--- src/rtl/ped_readout_pkg.sv ---
package ped_readout_pkg;
  localparam int ADC_W    = 11;
  localparam int PED_W    = 8;
  localparam int N_CH     = 16;
  localparam int IDX_W    = $clog2(N_CH);
  localparam int MASK_W   = 4;
  localparam int MASK_LSB = 7;
  localparam logic [ADC_W-1:0] FULL_SCALE = {ADC_W{1'b1}};

  typedef struct packed {
    logic             ovf;
    logic             zero;
    logic [ADC_W-1:0] data;
  } corr_t;
endpackage

--- src/rtl/ped_store.sv ---
module ped_store
  import ped_readout_pkg::*;
(
  input  logic             clk_i,
  input  logic             rst_ni,
  input  logic             ready_i,
  input  logic             we_i,
  input  logic             re_i,
  input  logic [IDX_W-1:0] addr_i,
  input  logic [PED_W-1:0] wdata_i,
  output logic [PED_W-1:0] rdata_o,
  output logic             rvalid_o,
  input  logic [IDX_W-1:0] look_idx_i,
  output logic [PED_W-1:0] look_o
);
  logic [PED_W-1:0] ped_q [N_CH];

  for (genvar g = 0; g < N_CH; g++) begin : g_ent
    always_ff @(posedge clk_i or negedge rst_ni) begin
      if (!rst_ni) ped_q[g] <= '0;
      else if (ready_i && we_i && addr_i == IDX_W'(g)) ped_q[g] <= wdata_i;
    end
  end

  always_ff @(posedge clk_i or negedge rst_ni) begin
    if (!rst_ni) begin
      rdata_o  <= '0;
      rvalid_o <= 1'b0;
    end else begin
      rvalid_o <= ready_i && re_i;
      if (ready_i && re_i) rdata_o <= ped_q[addr_i];
    end
  end

  assign look_o = ped_q[look_idx_i];


  rd_busy_chk: assert property (@(posedge clk_i) disable iff (!rst_ni)
    !ready_i |=> !rvalid_o);
endmodule

--- src/rtl/seq_ctrl.sv ---
module seq_ctrl
  import ped_readout_pkg::*;
(
  input  logic             clk_i,
  input  logic             rst_ni,
  input  logic             start_i,
  output logic             busy_o,
  output logic             launch_o,
  output logic             last_o,
  output logic [IDX_W-1:0] idx_o
);
  assign launch_o = start_i && !busy_o;
  assign last_o   = busy_o && idx_o == IDX_W'(N_CH - 1);

  always_ff @(posedge clk_i or negedge rst_ni) begin
    if (!rst_ni) begin
      busy_o <= 1'b0;
      idx_o  <= '0;
    end else if (launch_o) begin
      busy_o <= 1'b1;
      idx_o  <= '0;
    end else if (busy_o) begin
      idx_o <= idx_o + 1'b1;
      if (last_o) busy_o <= 1'b0;
    end
  end


  idx_step_chk: assert property (@(posedge clk_i) disable iff (!rst_ni)
    (busy_o && !last_o) |=> (busy_o && idx_o == $past(idx_o) + 1'b1));
endmodule

--- src/rtl/corr_unit.sv ---
module corr_unit
  import ped_readout_pkg::*;
(
  input  logic [ADC_W-1:0]  adc_i,
  input  logic [PED_W-1:0]  ped_i,
  input  logic              sub_en_i,
  input  logic [MASK_W-1:0] mask_i,
  output corr_t             res_o
);
  logic [MASK_W-1:0] hit;
  logic              ovf;
  logic [ADC_W:0]    diff;
  logic [ADC_W-1:0]  ped_ext;

  for (genvar g = 0; g < MASK_W; g++) begin : g_sel
    assign hit[g] = !mask_i[g] || adc_i[MASK_LSB+g];
  end

  assign ovf     = (|mask_i) && (&hit);
  assign ped_ext = sub_en_i ? {{(ADC_W-PED_W){1'b0}}, ped_i} : '0;
  assign diff    = {1'b0, adc_i} - {1'b0, ped_ext};

  always_comb begin
    res_o = '0;
    if (ovf) begin
      res_o.ovf  = 1'b1;
      res_o.data = FULL_SCALE;
    end else if (diff[ADC_W] || diff[ADC_W-1:0] == '0) begin
      res_o.zero = 1'b1;
    end else begin
      res_o.data = diff[ADC_W-1:0];
    end
  end
endmodule

--- src/rtl/ped_readout.sv ---
module ped_readout
  import ped_readout_pkg::*;
(
  input  logic              clk_i,
  input  logic              rst_ni,
  input  logic              start_i,
  input  logic              sub_en_i,
  input  logic [MASK_W-1:0] ovf_mask_i,
  output logic              busy_o,
  output logic [IDX_W-1:0]  rd_idx_o,
  input  logic [ADC_W-1:0]  adc_data_i,
  input  logic              host_we_i,
  input  logic              host_re_i,
  input  logic [IDX_W-1:0]  host_addr_i,
  input  logic [PED_W-1:0]  host_wdata_i,
  output logic [PED_W-1:0]  host_rdata_o,
  output logic              host_rvalid_o,
  output logic              out_valid_o,
  output logic [IDX_W-1:0]  out_chan_o,
  output logic [ADC_W-1:0]  out_data_o,
  output logic              out_ovf_o,
  output logic              out_zero_o,
  output logic              done_o
);
  logic              launch, last;
  logic [PED_W-1:0]  ped_cur;
  logic              sub_en_q;
  logic [MASK_W-1:0] mask_q;
  corr_t             res;

  seq_ctrl u_seq (
    .clk_i    (clk_i),
    .rst_ni   (rst_ni),
    .start_i  (start_i),
    .busy_o   (busy_o),
    .launch_o (launch),
    .last_o   (last),
    .idx_o    (rd_idx_o)
  );

  ped_store u_ped (
    .clk_i      (clk_i),
    .rst_ni     (rst_ni),
    .ready_i    (!busy_o),
    .we_i       (host_we_i),
    .re_i       (host_re_i),
    .addr_i     (host_addr_i),
    .wdata_i    (host_wdata_i),
    .rdata_o    (host_rdata_o),
    .rvalid_o   (host_rvalid_o),
    .look_idx_i (rd_idx_o),
    .look_o     (ped_cur)
  );

  corr_unit u_corr (
    .adc_i    (adc_data_i),
    .ped_i    (ped_cur),
    .sub_en_i (sub_en_q),
    .mask_i   (mask_q),
    .res_o    (res)
  );

  // scan configuration held for the whole scan
  always_ff @(posedge clk_i or negedge rst_ni) begin
    if (!rst_ni) begin
      sub_en_q <= 1'b0;
      mask_q   <= '0;
    end else if (launch) begin
      sub_en_q <= sub_en_i;
      mask_q   <= ovf_mask_i;
    end
  end

  always_ff @(posedge clk_i or negedge rst_ni) begin
    if (!rst_ni) begin
      out_valid_o <= 1'b0;
      done_o      <= 1'b0;
      out_chan_o  <= '0;
      out_data_o  <= '0;
      out_ovf_o   <= 1'b0;
      out_zero_o  <= 1'b0;
    end else begin
      out_valid_o <= busy_o;
      done_o      <= last;
      if (busy_o) begin
        out_chan_o <= rd_idx_o;
        out_data_o <= res.data;
        out_ovf_o  <= res.ovf;
        out_zero_o <= res.zero;
      end
    end
  end


  chan_seq_chk: assert property (@(posedge clk_i) disable iff (!rst_ni)
    (out_valid_o && !done_o) |=> (out_valid_o && out_chan_o == $past(out_chan_o) + 1'b1));

  done_beat_chk: assert property (@(posedge clk_i) disable iff (!rst_ni)
    done_o |-> (out_valid_o && out_chan_o == IDX_W'(N_CH - 1)));

  zero_data_chk: assert property (@(posedge clk_i) disable iff (!rst_ni)
    (out_valid_o && out_zero_o) |-> out_data_o == '0);

  ovf_data_chk: assert property (@(posedge clk_i) disable iff (!rst_ni)
    (out_valid_o && out_ovf_o) |-> out_data_o == FULL_SCALE);

  flag_excl_chk: assert property (@(posedge clk_i) disable iff (!rst_ni)
    !(out_ovf_o && out_zero_o));
endmodule

--- config.mk ---
export PLATFORM = sky130hd
export DESIGN_NAME = ped_readout
export DESIGN_NICKNAME = d
export VERILOG_FILES = /design/src/rtl/ped_readout_pkg.sv /design/src/rtl/ped_store.sv /design/src/rtl/seq_ctrl.sv /design/src/rtl/corr_unit.sv /design/src/rtl/ped_readout.sv
export SDC_FILE = /design/constraint.sdc
export NUM_CORES = 1
export LEC_CHECK = 0
export CORE_ASPECT_RATIO = 0.8
export CORE_MARGIN = 2
export CORE_UTILIZATION = 61
export CTS_BUF_LIST = sky130_fd_sc_hd__clkbuf_8
export CTS_CLUSTER_DIAMETER = 200
export DETAILED_ROUTE_END_ITERATION = 10
export HOLD_SLACK_MARGIN = 0.02
export PLACE_DENSITY = 0.95
export SKIP_CTS_REPAIR_TIMING = 1
export SLEW_MARGIN = 20
export SYNTH_ARGS = -nofsm -noshare
export SYNTH_HDL_FRONTEND = slang
export SYNTH_SLANG_ARGS = --single-unit
--- constraint.sdc ---
create_clock -name clk_i -period 5 [get_ports clk_i]
set_clock_uncertainty 0.1 [all_clocks]
set_input_delay 0.75 -clock clk_i [delete_from_list [all_inputs] [get_ports clk_i]]
set_output_delay 0.75 -clock clk_i [all_outputs]
set_load 0.05 [all_outputs]
==> results of run 1 <==
## sequential cells by signal, summed over array words and instances (netlist names)
| signal | count |
|---|---|
| out_valid_o | 1 |
| mask_q | 4 |
| sub_en_q | 1 |
| u_seq.busy_o | 1 |
| out_ovf_o | 1 |
| u_ped.ped_q | 128 |
| out_chan_o | 4 |
| done_o | 1 |
| out_data_o | 11 |
| out_zero_o | 1 |
| u_ped.rvalid_o | 1 |
| u_seq.idx_o | 4 |
| u_ped.rdata_o | 8 |
## worst max-delay path: cells and delay by family, from the launching register on
| family | cells | cell delay [ps] |
|---|---|---|
| mux | 2 | 1010 |
| xor+xnor | 1 | 180 |
| compound gates | 5 | 1280 |
| fa+ha+maj | 1 | 300 |
| buf+inv | 2 | 670 |
| flops | 1 | 710 |
| simple gates | 1 | 90 |
## stage by stage
stage	power, W	area [um2]	worst slack [ps]
6_report	0.00543	10100	578
5_1_grt	0.00566	10100	264
4_1_cts	0.00541	10000	577
3_3_place_gp	0.00422	9600	715
3_5_place_dp	0.00435	9600	624
2_1_floorplan	0.00366	8800	742
## path summary, 6_finish.rpt
| path | start | end | slack (ps) |
|---|---|---|---|
| worst min register to register | u_ped.rdata_o[7]$_DFFE_PN0P_ | u_ped.rdata_o[7]$_DFFE_PN0P_ | 410 |
| max in group asynchronous | rst_ni | out_data_o[1]$_DFFE_PN0P_ | 3960 |
| worst min-delay path | rst_ni | u_ped.ped_q[17]$_DFFE_PN0P_ | 110 |
| min in group clk_i | u_ped.rdata_o[7]$_DFFE_PN0P_ | u_ped.rdata_o[7]$_DFFE_PN0P_ | 410 |
| worst max register to register | u_seq.idx_o[0]$_DFFE_PN0P_ | out_zero_o$_DFFE_PN0P_ | 580 |
| worst max-delay path | u_seq.idx_o[0]$_DFFE_PN0P_ | out_zero_o$_DFFE_PN0P_ | 580 |
## power by group through the flow
stage | Combinational, W | Sequential, W | Clock, W
floorplan | 0.00128 | 0.00238 | 0
global placement | 0.00213 | 0.00209 | 0
detailed placement | 0.00221 | 0.00214 | 0
CTS | 0.00222 | 0.00212 | 0.00107
global route | 0.00235 | 0.00218 | 0.00114
finish | 0.00223 | 0.00213 | 0.00107
## cells in the final DEF, fill, tap and decap left out, drive strengths merged, types with 4 or more instances in the layout
| cell | instances |
|---|---|
| nor2 | 22 |
| mux2 | 144 |
| nor2b | 6 |
| nand2 | 27 |
| clkinv | 5 |
| mux4 | 80 |
| bufinv | 4 |
| dfrtp | 166 |
| inv | 14 |
| buf | 20 |
| a21oi | 26 |
| a31oi | 5 |
| ha | 9 |
| o21ai | 11 |
| clkdlybuf4s50 | 63 |
| clkbuf | 17 |
## cells by family (layout without fill, tap and decap cells)
| group | after synthesis | after routing | share of synthesized area [%] |
|---|---|---|---|
| multiplexers | 224 | 224 | 39.0 |
| adder cells (fa/ha/maj) | 10 | 10 | 1.51 |
| AND/OR/NAND/NOR | 80 | 80 | 4.48 |
| AO/OA/AOI/OAI | 61 | 61 | 4.37 |
| flip-flops | 166 | 166 | 47.2 |
| buffers and inverters | 51 | 125 | 2.77 |
| XOR/XNOR | 6 | 6 | 0.598 |
## per-layer routing
metal | part of all wire [%] | vias to the layer above | GRT usage, %
met5 | 0 | - | 0
met2 | 48 | 320 | 47.2
met4 | 4.2 | 0 | 14.0
met1 | 38 | 3070 | 41.2
li1 | - | 2424 | -
met3 | 9.1 | 74 | 8.09
## cell type report
class,count,share of cell area [%]
flip-flops and latches,166,41.3
multi-input cells,381,43.7
repair buffers,83,7.97
well taps,184,2.29
clock buffers,17,2.33
inverters,10,0.398
clock inverters,15,2.01
==> reports/metrics.csv, run 1 <==
stage,metric,value,unit
synth,syn_area,0.00880,mm2
synth,synth_edf_count,0,
sta,finalCriticalPeriod,4420,ps
placement,dp_hpwl,14.9,mm
detailed_routing,ant_nets,0,
detailed_routing,vias,5888,
synth,ys.flop_type,dfrtp_1,
placement,dp.cells,823,
power,ir_drop,0.617,mV
synth,synth_nets,641,
synth,synth_top_area_share,47.2,%
setup_path,endpoint_kind,register,
finish,antenna_cells,0,
synth,postSynth.asyncResetShare,100,%
finish,nNetsFinal,702,
clock_network,cts_tree,done,
finish,area_delta_synth_final,14.4,%
synth,yosys_warnings,0,
sta,setup_viol_count_final,0,
power,power_frac_seq,39.3,%
sta,fmax,0.226,GHz
floorplanning,core_area,0.0142,mm2
clock_network,numCtsBuffers,17,
floorplanning,dieArea,0.0154,mm2
power,cellLeakagePower,4.46,nW
placement,io_buffer_count,65,
setup_path,setup.worst_path.class,reg2reg,
clock_network,cts-htree-levels,4,
synth,yosys.area.top_type,dfrtp_1,
synth,synthTopCellsByArea,"dfrtp_1 (47%), mux4_2 (20%), mux2_2 (18%), a21oi_1 (1.5%), ha_1 (1.3%)",
run_status,outcome,"complete, no violations",
synth,synthCells,598,
power,clockPowerShare,19.7,%
finish,fillCellCount,895,
sta,maxSlewHeadroom,37.7,%
clock_network,clkSinkCount,166,
global_route,grt_pass1_wl,35.1,mm
finish,multiInputGateArea,0.00440,mm2
synth,synth_seq_cells,166,
power,intPower,0.00337,W
clock_network,cts.path.max_buffers,2,
setup_path,crit_path_start_kind,register,
clock_network,insertion_delay,480,ps
global_route,grt_max_degree,114,
floorplanning,die_w,138,um
sta,hold_viol,0,
power,power_switching,0.00206,W
sta,tns,0,ps
clock_network,clockRootBuffer,clkbuf_8,
finish,post-route-util,70.9,%
global_route,overflow,0,
sta,rsz0062_at_grt,no,
detailed_routing,viasPerCell,6.88,
setup_path,path_max_fanout,19,
power,combPwrFrac,41.0,%
power,swShare,37.9,%
detailed_routing,drt_first_pass_iters,5,
sta,fin_crit_sh,88.4,%
floorplanning,initial_utilization,61.9,%
finish,seqCellArea,0.00416,mm2
synth,yosysSeqAreaShare,47.2,%
global_route,antenna_found_initial,0,
synth,avgSynthCellArea,14.7,um2
setup_path,crit_required,5300,ps
global_route,grtUsageTotal,30.4,%
power,powerDensity,539,mW/mm2
synth,synth_commonest_cells,"dfrtp_1 (166), mux2_2 (143), mux4_2 (78)",
detailed_routing,wl,22.3,mm
setup_path,reg2regPathDepth,12,
clock_network,clk_pin_slew_worst_paths,90,ps
hold_path,hold_path.class,in2async,
finish,instances_no_fill,856,
placement,place_congestion,0.892,
finish,drive_gt1_share,41.8,%
setup_path,cpPeakStageDelay,710,ps
sta,tightest_slew,927,ps
synth,synth.distinct_cells,53,
detailed_routing,route.detailed.wl_per_inst,26.1,um
floorplanning,row_count,39,
sta,holdWs,108,ps
setup_path,cp_slowest_cell,dfrtp_2,
job,drv_cap,0,
global_route,grt_pass1_vias,6218,
sta,drv_slew,0,
floorplanning,dieHeight,111,um
synth,synth.most_common_cell,dfrtp_1,
setup_path,critical_path_arrival,4720,ps
setup_path,crit_chain,"buf_4, buf_4, mux4_2, mux4_2, nand2_1, ha_1, a21oi_1, o21ai_1, xor2_1, a2111o_1, a2111o_1, o31ai_2",
detailed_routing,drt_iter0_markers,820,
detailed_routing,drc,0,
floorplanning,num_io_pins,66,
Power figures use the tool's default switching activity.
==> run 2: changes to the inputs <==
--- a/config.mk
+++ b/config.mk
@@ -7,7 +7,7 @@
 export LEC_CHECK = 0
 export CORE_ASPECT_RATIO = 0.8
 export CORE_MARGIN = 2
-export CORE_UTILIZATION = 61
+export CORE_UTILIZATION = 66
 export CTS_BUF_LIST = sky130_fd_sc_hd__clkbuf_8
 export CTS_CLUSTER_DIAMETER = 200
 export DETAILED_ROUTE_END_ITERATION = 10
==> constraint.sdc (replaced) <==
create_clock -name clk_i -period 5.2 [get_ports clk_i]
set_clock_uncertainty 0.1 [all_clocks]
set_input_delay 0.78 -clock clk_i [delete_from_list [all_inputs] [get_ports clk_i]]
set_output_delay 0.78 -clock clk_i [all_outputs]
set_load 0.05 [all_outputs]
==> run 2 against run 1 <==
- die area shrank 7.3%
- flip-flop and latch count unchanged
- critical path depth decreased by 2
- final cell count is 1.4% lower
- maximum frequency grew 3.7%
- register-to-register slack better by 360 ps
- core utilization increased by 6.4 points
- power shrank 4.4%
- clock power fell by 10%
- global-route usage grew 4.6 points
- sequential power down 5%
- critical endpoint unchanged
- largest power group unchanged
==> reports/metrics.csv, run 2 (synthesis gave the netlist of run 1 again) <==
stage,metric,value,unit,change
finish,final_cell_area,0.00998,mm2,-0.83%
sta,maxSlewHeadroom,22.9,%,-15 points
clock_network,insertion_delay,480,ps,about the same
placement,postPlaceCellArea,0.00957,mm2,-0.27%
finish,largest_registers,"u_ped.ped_q (128), out_data_o (11), u_ped.rdata_o (8)",,
finish,top_register,u_ped.ped_q,,
detailed_routing,drt_first_pass_iters,7,,+2
floorplanning,dieArea,0.0143,mm2,-7.3%
finish,post-route-util,77.3,%,+6.4 points
clock_network,cts-htree-levels,4,,unchanged
sta,finalCriticalPeriod,4260,ps,-157 ps
finish,nNetsFinal,699,,-0.43%
floorplanning,initial_utilization,68.1,%,+6.2 points
run_status,outcome,"complete, no violations",,
sta,hold_viol,0,,unchanged
finish,area_delta_synth_final,13.4,%,
finish,drive_gt1_share,41.9,%,about the same
detailed_routing,viasPerCell,6.97,,+1.3%
setup_path,cp_slowest_cell,mux4_2,,
finish,layout_commonest_cell,dfrtp_1,,
placement,dp.cells,812,,-1.3%
setup_path,crit_path_start_kind,register,,
finish,largest_register_ffs,128,,unchanged
sta,tightest_slew,1150,ps,+220 ps
setup_path,worstPathBufferInverterCount,1,,-1
global_route,grt_max_degree,68,,-40%
floorplanning,num_io_pins,66,,unchanged
global_route,grtUsageTotal,35.0,%,+4.6 points
floorplanning,row_count,37,,-5.1%
sta,setup_viol_count_final,0,,unchanged
sta,fin_crit_sh,82.0,%,-6.4 points
detailed_routing,drc,0,,unchanged
detailed_routing,route.detailed.wl_per_inst,27.3,um,+4.7%
clock_network,clkSinkCount,166,,unchanged
placement,place_congestion,0.867,,-2.9%
setup_path,setup.worst_path.class,reg2reg,,
setup_path,critical_path.top_delay_family,multiplexers,,
detailed_routing,ant_nets,0,,unchanged
power,cellLeakagePower,4.41,nW,-1.1%
clock_network,cts_tree,done,,
power,ir_drop,0.324,mV,-47%
global_route,grt_pass1_wl,35.7,mm,+1.9%
finish,final_cell_mix,"dfrtp_1 (164), mux2_2 (143), mux4_2 (78)",,
setup_path,critical_path_arrival,4560,ps,-160 ps
detailed_routing,vias,5880,,-0.14%
placement,dp_hpwl,15.2,mm,+2.0%
clock_network,clk_pin_slew_worst_paths,90,ps,about the same
sta,drv_slew,0,,unchanged
finish,antenna_cells,0,,unchanged
global_route,grt_pass1_vias,6356,,+2.2%
clock_network,cts.path.max_buffers,2,,unchanged
floorplanning,die_w,133,um,-3.8%
global_route,overflow,0,,unchanged
floorplanning,dieHeight,107,um,-3.7%
global_route,antenna_found_initial,0,,unchanged
clock_network,numCtsBuffers,17,,unchanged
detailed_routing,wl,23.0,mm,+3.3%
setup_path,endpoint_kind,register,,
setup_path,crit_required,5500,ps,+200 ps
floorplanning,core_area,0.0129,mm2,-9.0%
job,drv_cap,0,,unchanged
sta,tns,0,ps,unchanged
sta,rsz0062_at_grt,no,,
hold_path,hold_path.class,in2async,,
detailed_routing,drt_iter0_markers,621,,-24%
power,powerDensity,520,mW/mm2,-3.6%
finish,instances_no_fill,844,,-1.4%
setup_path,cpPeakStageDelay,600,ps,-110 ps
placement,io_buffer_count,65,,unchanged
clock_network,clockRootBuffer,clkbuf_8,,
setup_path,crit_chain,"buf_4, mux4_2, mux4_2, nand2_1, fa_1, nor4_1, o21ai_1, a2111o_1, a2111o_1, o31ai_2",,
setup_path,path_max_fanout,16,,-3
sta,fmax,0.234,GHz,+3.7%
==> run 2: cell types whose count changed in the layout (fill, tap and decap cells not counted) <==
cell,delta
clkinvlp_4,+2
inv_8,-2
inv_1,-1
buf_16,-1
clkbuf_8,+2
dfrtp_1,-1
buf_4,-2
dfrtp_2,+1
clkinv_2,-1
inv_6,+2
bufinv_16,-2
==> run 2: worst paths after layout <==
path	start	slack [ps]	cells past startpoint	end
worst max-delay path	u_seq.idx_o[0]$_DFFE_PN0P_	940	10	out_zero_o$_DFFE_PN0P_
worst min-delay path	rst_ni	180	1	u_ped.rdata_o[1]$_DFFE_PN0P_
worst max register to register	u_seq.idx_o[0]$_DFFE_PN0P_	940	10	out_zero_o$_DFFE_PN0P_
worst min register to register	u_ped.rdata_o[6]$_DFFE_PN0P_	410	1	u_ped.rdata_o[6]$_DFFE_PN0P_
max in group asynchronous	rst_ni	3700	2	u_seq.idx_o[0]$_DFFE_PN0P_
min in group clk_i	u_ped.rdata_o[6]$_DFFE_PN0P_	410	1	u_ped.rdata_o[6]$_DFFE_PN0P_
==> run 2: metrics by stage <==
step | setup WS, ps | total power, W | hold WS (ps)
floorplan | 942 | 0.00352 | 384
global placement | 1280 | 0.00407 | 392
detailed placement | 1070 | 0.00420 | 394
CTS | 959 | 0.00517 | 198
global route | 744 | 0.00541 | 224
finish | 935 | 0.00519 | 181
==> run 2: final cells by class <==
cell class                      instances  area, um2
Multi-Input combinational cell        381       4400
Sequential cell                       166       4160
Fill cell                             743       2940
Timing Repair Buffer                   80        759
Clock buffer                           19        262
Tap cell                              175        219
Clock inverter                         13        144
Inverter                               10       40.0
==> run 2: where the power goes <==
part / switching (W) / total (W) / internal (W)
clock: 0.000504 / 0.000960 / 0.000455
combinational: 0.00117 / 0.00220 / 0.00104
sequential: 0.000344 / 0.00203 / 0.00168
total: 0.00201 / 0.00519 / 0.00318
==> run 2: per-layer routing <==
metal / global-route usage, % / vias up / share of wire, %
met5: 0 / - / 0
met4: 19.7 / 0 / 5.2
met3: 10.5 / 104 / 8.8
met2: 55.1 / 349 / 49
met1: 44.1 / 3030 / 37
li1: - / 2397 / -
==> run 3: changes to the inputs <==
--- a/config.mk
+++ b/config.mk
@@ -7,12 +7,12 @@
 export LEC_CHECK = 0
 export CORE_ASPECT_RATIO = 0.8
 export CORE_MARGIN = 2
-export CORE_UTILIZATION = 66
+export CORE_UTILIZATION = 55
 export CTS_BUF_LIST = sky130_fd_sc_hd__clkbuf_8
 export CTS_CLUSTER_DIAMETER = 200
 export DETAILED_ROUTE_END_ITERATION = 10
 export HOLD_SLACK_MARGIN = 0.02
-export PLACE_DENSITY = 0.95
+export PLACE_DENSITY = 0.91
 export SKIP_CTS_REPAIR_TIMING = 1
 export SLEW_MARGIN = 20
 export SYNTH_ARGS = -nofsm -noshare
==> constraint.sdc (replaced) <==
create_clock -name clk_i -period 3.6 [get_ports clk_i]
set_clock_uncertainty 0.1 [all_clocks]
set_input_delay 0.54 -clock clk_i [delete_from_list [all_inputs] [get_ports clk_i]]
set_output_delay 0.54 -clock clk_i [all_outputs]
set_load 0.05 [all_outputs]
==> run 3 against run 2 <==
- the run now ends with setup timing left
- global-route usage is 6.8 points lower
- power is 52% higher
- highest routed layer is now met5
- largest cell class unchanged
- largest power group unchanged
- cell area is 6.0% higher
- die area is 19% higher
- core utilization is 9.9 points lower
- via count is 2.7% higher
- routed wire length is 4.0% higher
- first-iteration DRC count is 12% higher
- sequential power is 43% higher
- non-clock buffer count is 45 higher
==> reports/metrics.csv, run 3 (synthesis gave the netlist of run 1 again) <==
stage,metric,value,unit,change
run_status,outcome,"complete, but fails checks",,
run_status,violations,setup timing,,
finish,top_register,u_ped.ped_q,,
placement,place_congestion,0.888,,+2.4%
placement,dp.cells,882,,+8.6%
setup_path,crit_required,3890,ps,-1610 ps
power,swShare,38.1,%,-0.67 points
placement,dp_hpwl,15.8,mm,+4.1%
sta,rsz0062_at_grt,yes,,
floorplanning,row_count,41,,+11%
setup_path,critical_path_arrival,4090,ps,-470 ps
detailed_routing,wl_met2,12.0,mm,+5.7%
setup_path,crit_chain,"buf_4, buf_12, mux4_2, mux4_2, nand2_2, ha_4, o21ai_2, a21oi_1, buf_4, a211oi_2, xnor2_1, a2111o_1, o31ai_2",,
detailed_routing,wl,24.0,mm,+4.0%
setup_path,worstPathBufferInverterCount,3,,+2
detailed_routing,vias,6039,,+2.7%
sta,finalCriticalPeriod,3800,ps,-465 ps
clock_network,insertion_delay,480,ps,about the same
finish,nNetsFinal,744,,+6.4%
job,drv_cap,0,,unchanged
sta,setup_viol_count_final,5,,+5
setup_path,reg2regPathDepth,13,,+3
power,intPower,0.00489,W,+54%
global_route,overflow,0,,unchanged
finish,fillCellCount,1037,,+40%
power,cellLeakagePower,4.68,nW,+6.1%
power,ir_drop,0.448,mV,+38%
global_route,grt_max_degree,99,,+46%
setup_path,critical_path.top_delay_family,compound AO/OA/AOI/OAI gates,,
finish,largest_register_ffs,128,,unchanged
finish,area_delta_synth_final,20.2,%,
floorplanning,initial_utilization,56.0,%,-12 points
power,clockPowerShare,17.0,%,-1.5 points
clock_network,clockRootBuffer,clkbuf_8,,
clock_network,clk_pin_slew_worst_paths,90,ps,about the same
detailed_routing,ant_nets,0,,unchanged
finish,layout_commonest_cell,dfrtp_1,,
placement,io_buffer_count,65,,unchanged
global_route,grtUsageTotal,28.1,%,-6.8 points
floorplanning,dieHeight,117,um,+9.2%
clock_network,clkSinkCount,166,,unchanged
placement,dpl_worst_slack,-235,ps,-1300 ps
clock_network,cts-htree-levels,4,,unchanged
finish,post-route-util,67.4,%,-9.9 points
sta,fmax,0.263,GHz,+12%
detailed_routing,drt_iter0_markers,695,,+12%
clock_network,cts_tree,done,,
setup_path,path_depth,13,,+3
finish,largest_registers,"u_ped.ped_q (128), out_data_o (11), u_ped.rdata_o (8)",,
floorplanning,dieArea,0.0170,mm2,+19%
sta,tightest_slew,881,ps,-266 ps
detailed_routing,dr.max_layer_used,met5,,
power,power_frac_seq,36.7,%,-2.4 points
sta,hold_viol,0,,unchanged
finish,drive_gt1_share,47.9,%,+6.0 points
detailed_routing,drt_first_pass_iters,5,,-2
global_route,antenna_found_initial,2,,+2
setup_path,endpoint_kind,register,,
power,powerDensity,748,mW/mm2,+44%
sta,setup_slack,-199,ps,-1130 ps
finish,instances_no_fill,930,,+10%
detailed_routing,wl_met3,1.95,mm,-3.6%
setup_path,r2r-start,u_seq.idx_o[0]$_DFFE_PN0P_,,
global_route,grt_pass1_wl,35.3,mm,-1.1%
setup_path,regToRegEndpoint,out_zero_o$_DFFE_PN0P_,,
detailed_routing,met1_length,9.03,mm,+6.9%
setup_path,cp_slowest_cell,mux4_2,,
setup_path,path_max_fanout,6,,-10
setup_path,setup.worst_path.class,reg2reg,,
floorplanning,num_io_pins,66,,unchanged
setup_path,r2r_slack,-200,ps,-1130 ps
global_route,grt_pass1_vias,6278,,-1.2%
clock_network,cts.path.max_buffers,2,,unchanged
setup_path,crit_path_start_kind,register,,
sta,fin_crit_sh,106,%,+24 points
finish,final_cell_mix,"dfrtp_1 (164), mux2_2 (143), mux4_2 (78)",,
detailed_routing,viasPerCell,6.49,,-6.8%
sta,drv_slew,0,,unchanged
power,power_switching,0.00302,W,+50%
floorplanning,die_w,145,um,+9.3%
setup_path,cpPeakStageDelay,560,ps,-40 ps
detailed_routing,route.detailed.wl_per_inst,25.8,um,-5.6%
clock_network,numCtsBuffers,17,,unchanged
power,combPwrFrac,46.3,%,+3.9 points
detailed_routing,drc,0,,unchanged
hold_path,hold_path.class,in2async,,
sta,maxSlewHeadroom,41.3,%,+18 points
floorplanning,core_area,0.0157,mm2,+22%
==> run 3: cell types whose count changed in the layout (fill, tap and decap cells not counted), moves of 2 or more <==
| cell | change |
|---|---|
| buf_4 | +38 |
| buf_12 | +6 |
| ha_1 | -4 |
| ha_4 | +4 |
| nand2_1 | -3 |
| nand2_2 | +3 |
| o21ai_2 | +3 |
| clkinv_2 | +2 |
| clkinvlp_4 | -2 |
| o21ai_1 | -2 |
==> run 3: through the flow <==
step,instance area (um2),setup TNS [ps],hold WS [ps],power (W)
after CTS,10300,-689,75.2,0.00763
after detailed placement,9930,-527,397,0.00628
after global routing,10600,-826,127,0.00824
final,10600,-327,63.5,0.00791
after floorplan,8850,-64.3,144,0.00515
after global placement,9930,-205,391,0.00610
==> run 3: per-layer routing <==
metal  global-route usage, %  vias up
met5                       0        -
met4                    13.9        2
met3                    8.33       82
met2                    44.7      306
met1                    36.3     3146
li1                        -     2503
==> run 3: worst max-delay path by stage <==
stage                               startpoint  slack, ps                      to
global route        u_seq.idx_o[0]$_DFFE_PN0P_       -280  out_zero_o$_DFFE_PN0P_
global placement    u_seq.idx_o[0]$_DFFE_PN0P_       -120  out_zero_o$_DFFE_PN0P_
CTS                 u_seq.idx_o[0]$_DFFE_PN0P_       -270  out_zero_o$_DFFE_PN0P_
floorplan           u_seq.idx_o[0]$_DFFE_PN0P_        -60  out_zero_o$_DFFE_PN0P_
detailed placement  u_seq.idx_o[0]$_DFFE_PN0P_       -240  out_zero_o$_DFFE_PN0P_
finish              u_seq.idx_o[0]$_DFFE_PN0P_       -200  out_zero_o$_DFFE_PN0P_
==> run 3: power groups by stage <==
stage	Sequential, W	Clock (W)	Combinational (W)
4_1_cts	0.00288	0.00136	0.00339
5_1_grt	0.00295	0.00144	0.00385
3_5_place_dp	0.00291	0	0.00337
3_3_place_gp	0.00284	0	0.00326
2_1_floorplan	0.00331	0	0.00184
6_report	0.00290	0.00134	0.00366
==> run 3: area by class of cell <==
| type | count | area (um2) | area share, % |
|---|---|---|---|
| clock inverters | 13 | 129 | 1.22 |
| multi-input cells | 381 | 4540 | 42.9 |
| diodes | 1 | 2.50 | 0.0237 |
| inverters | 10 | 40.0 | 0.379 |
| clock buffers | 19 | 262 | 2.47 |
| flip-flops and latches | 166 | 4160 | 39.3 |
| well taps | 215 | 269 | 2.54 |
| repair buffers | 125 | 1180 | 11.1 |
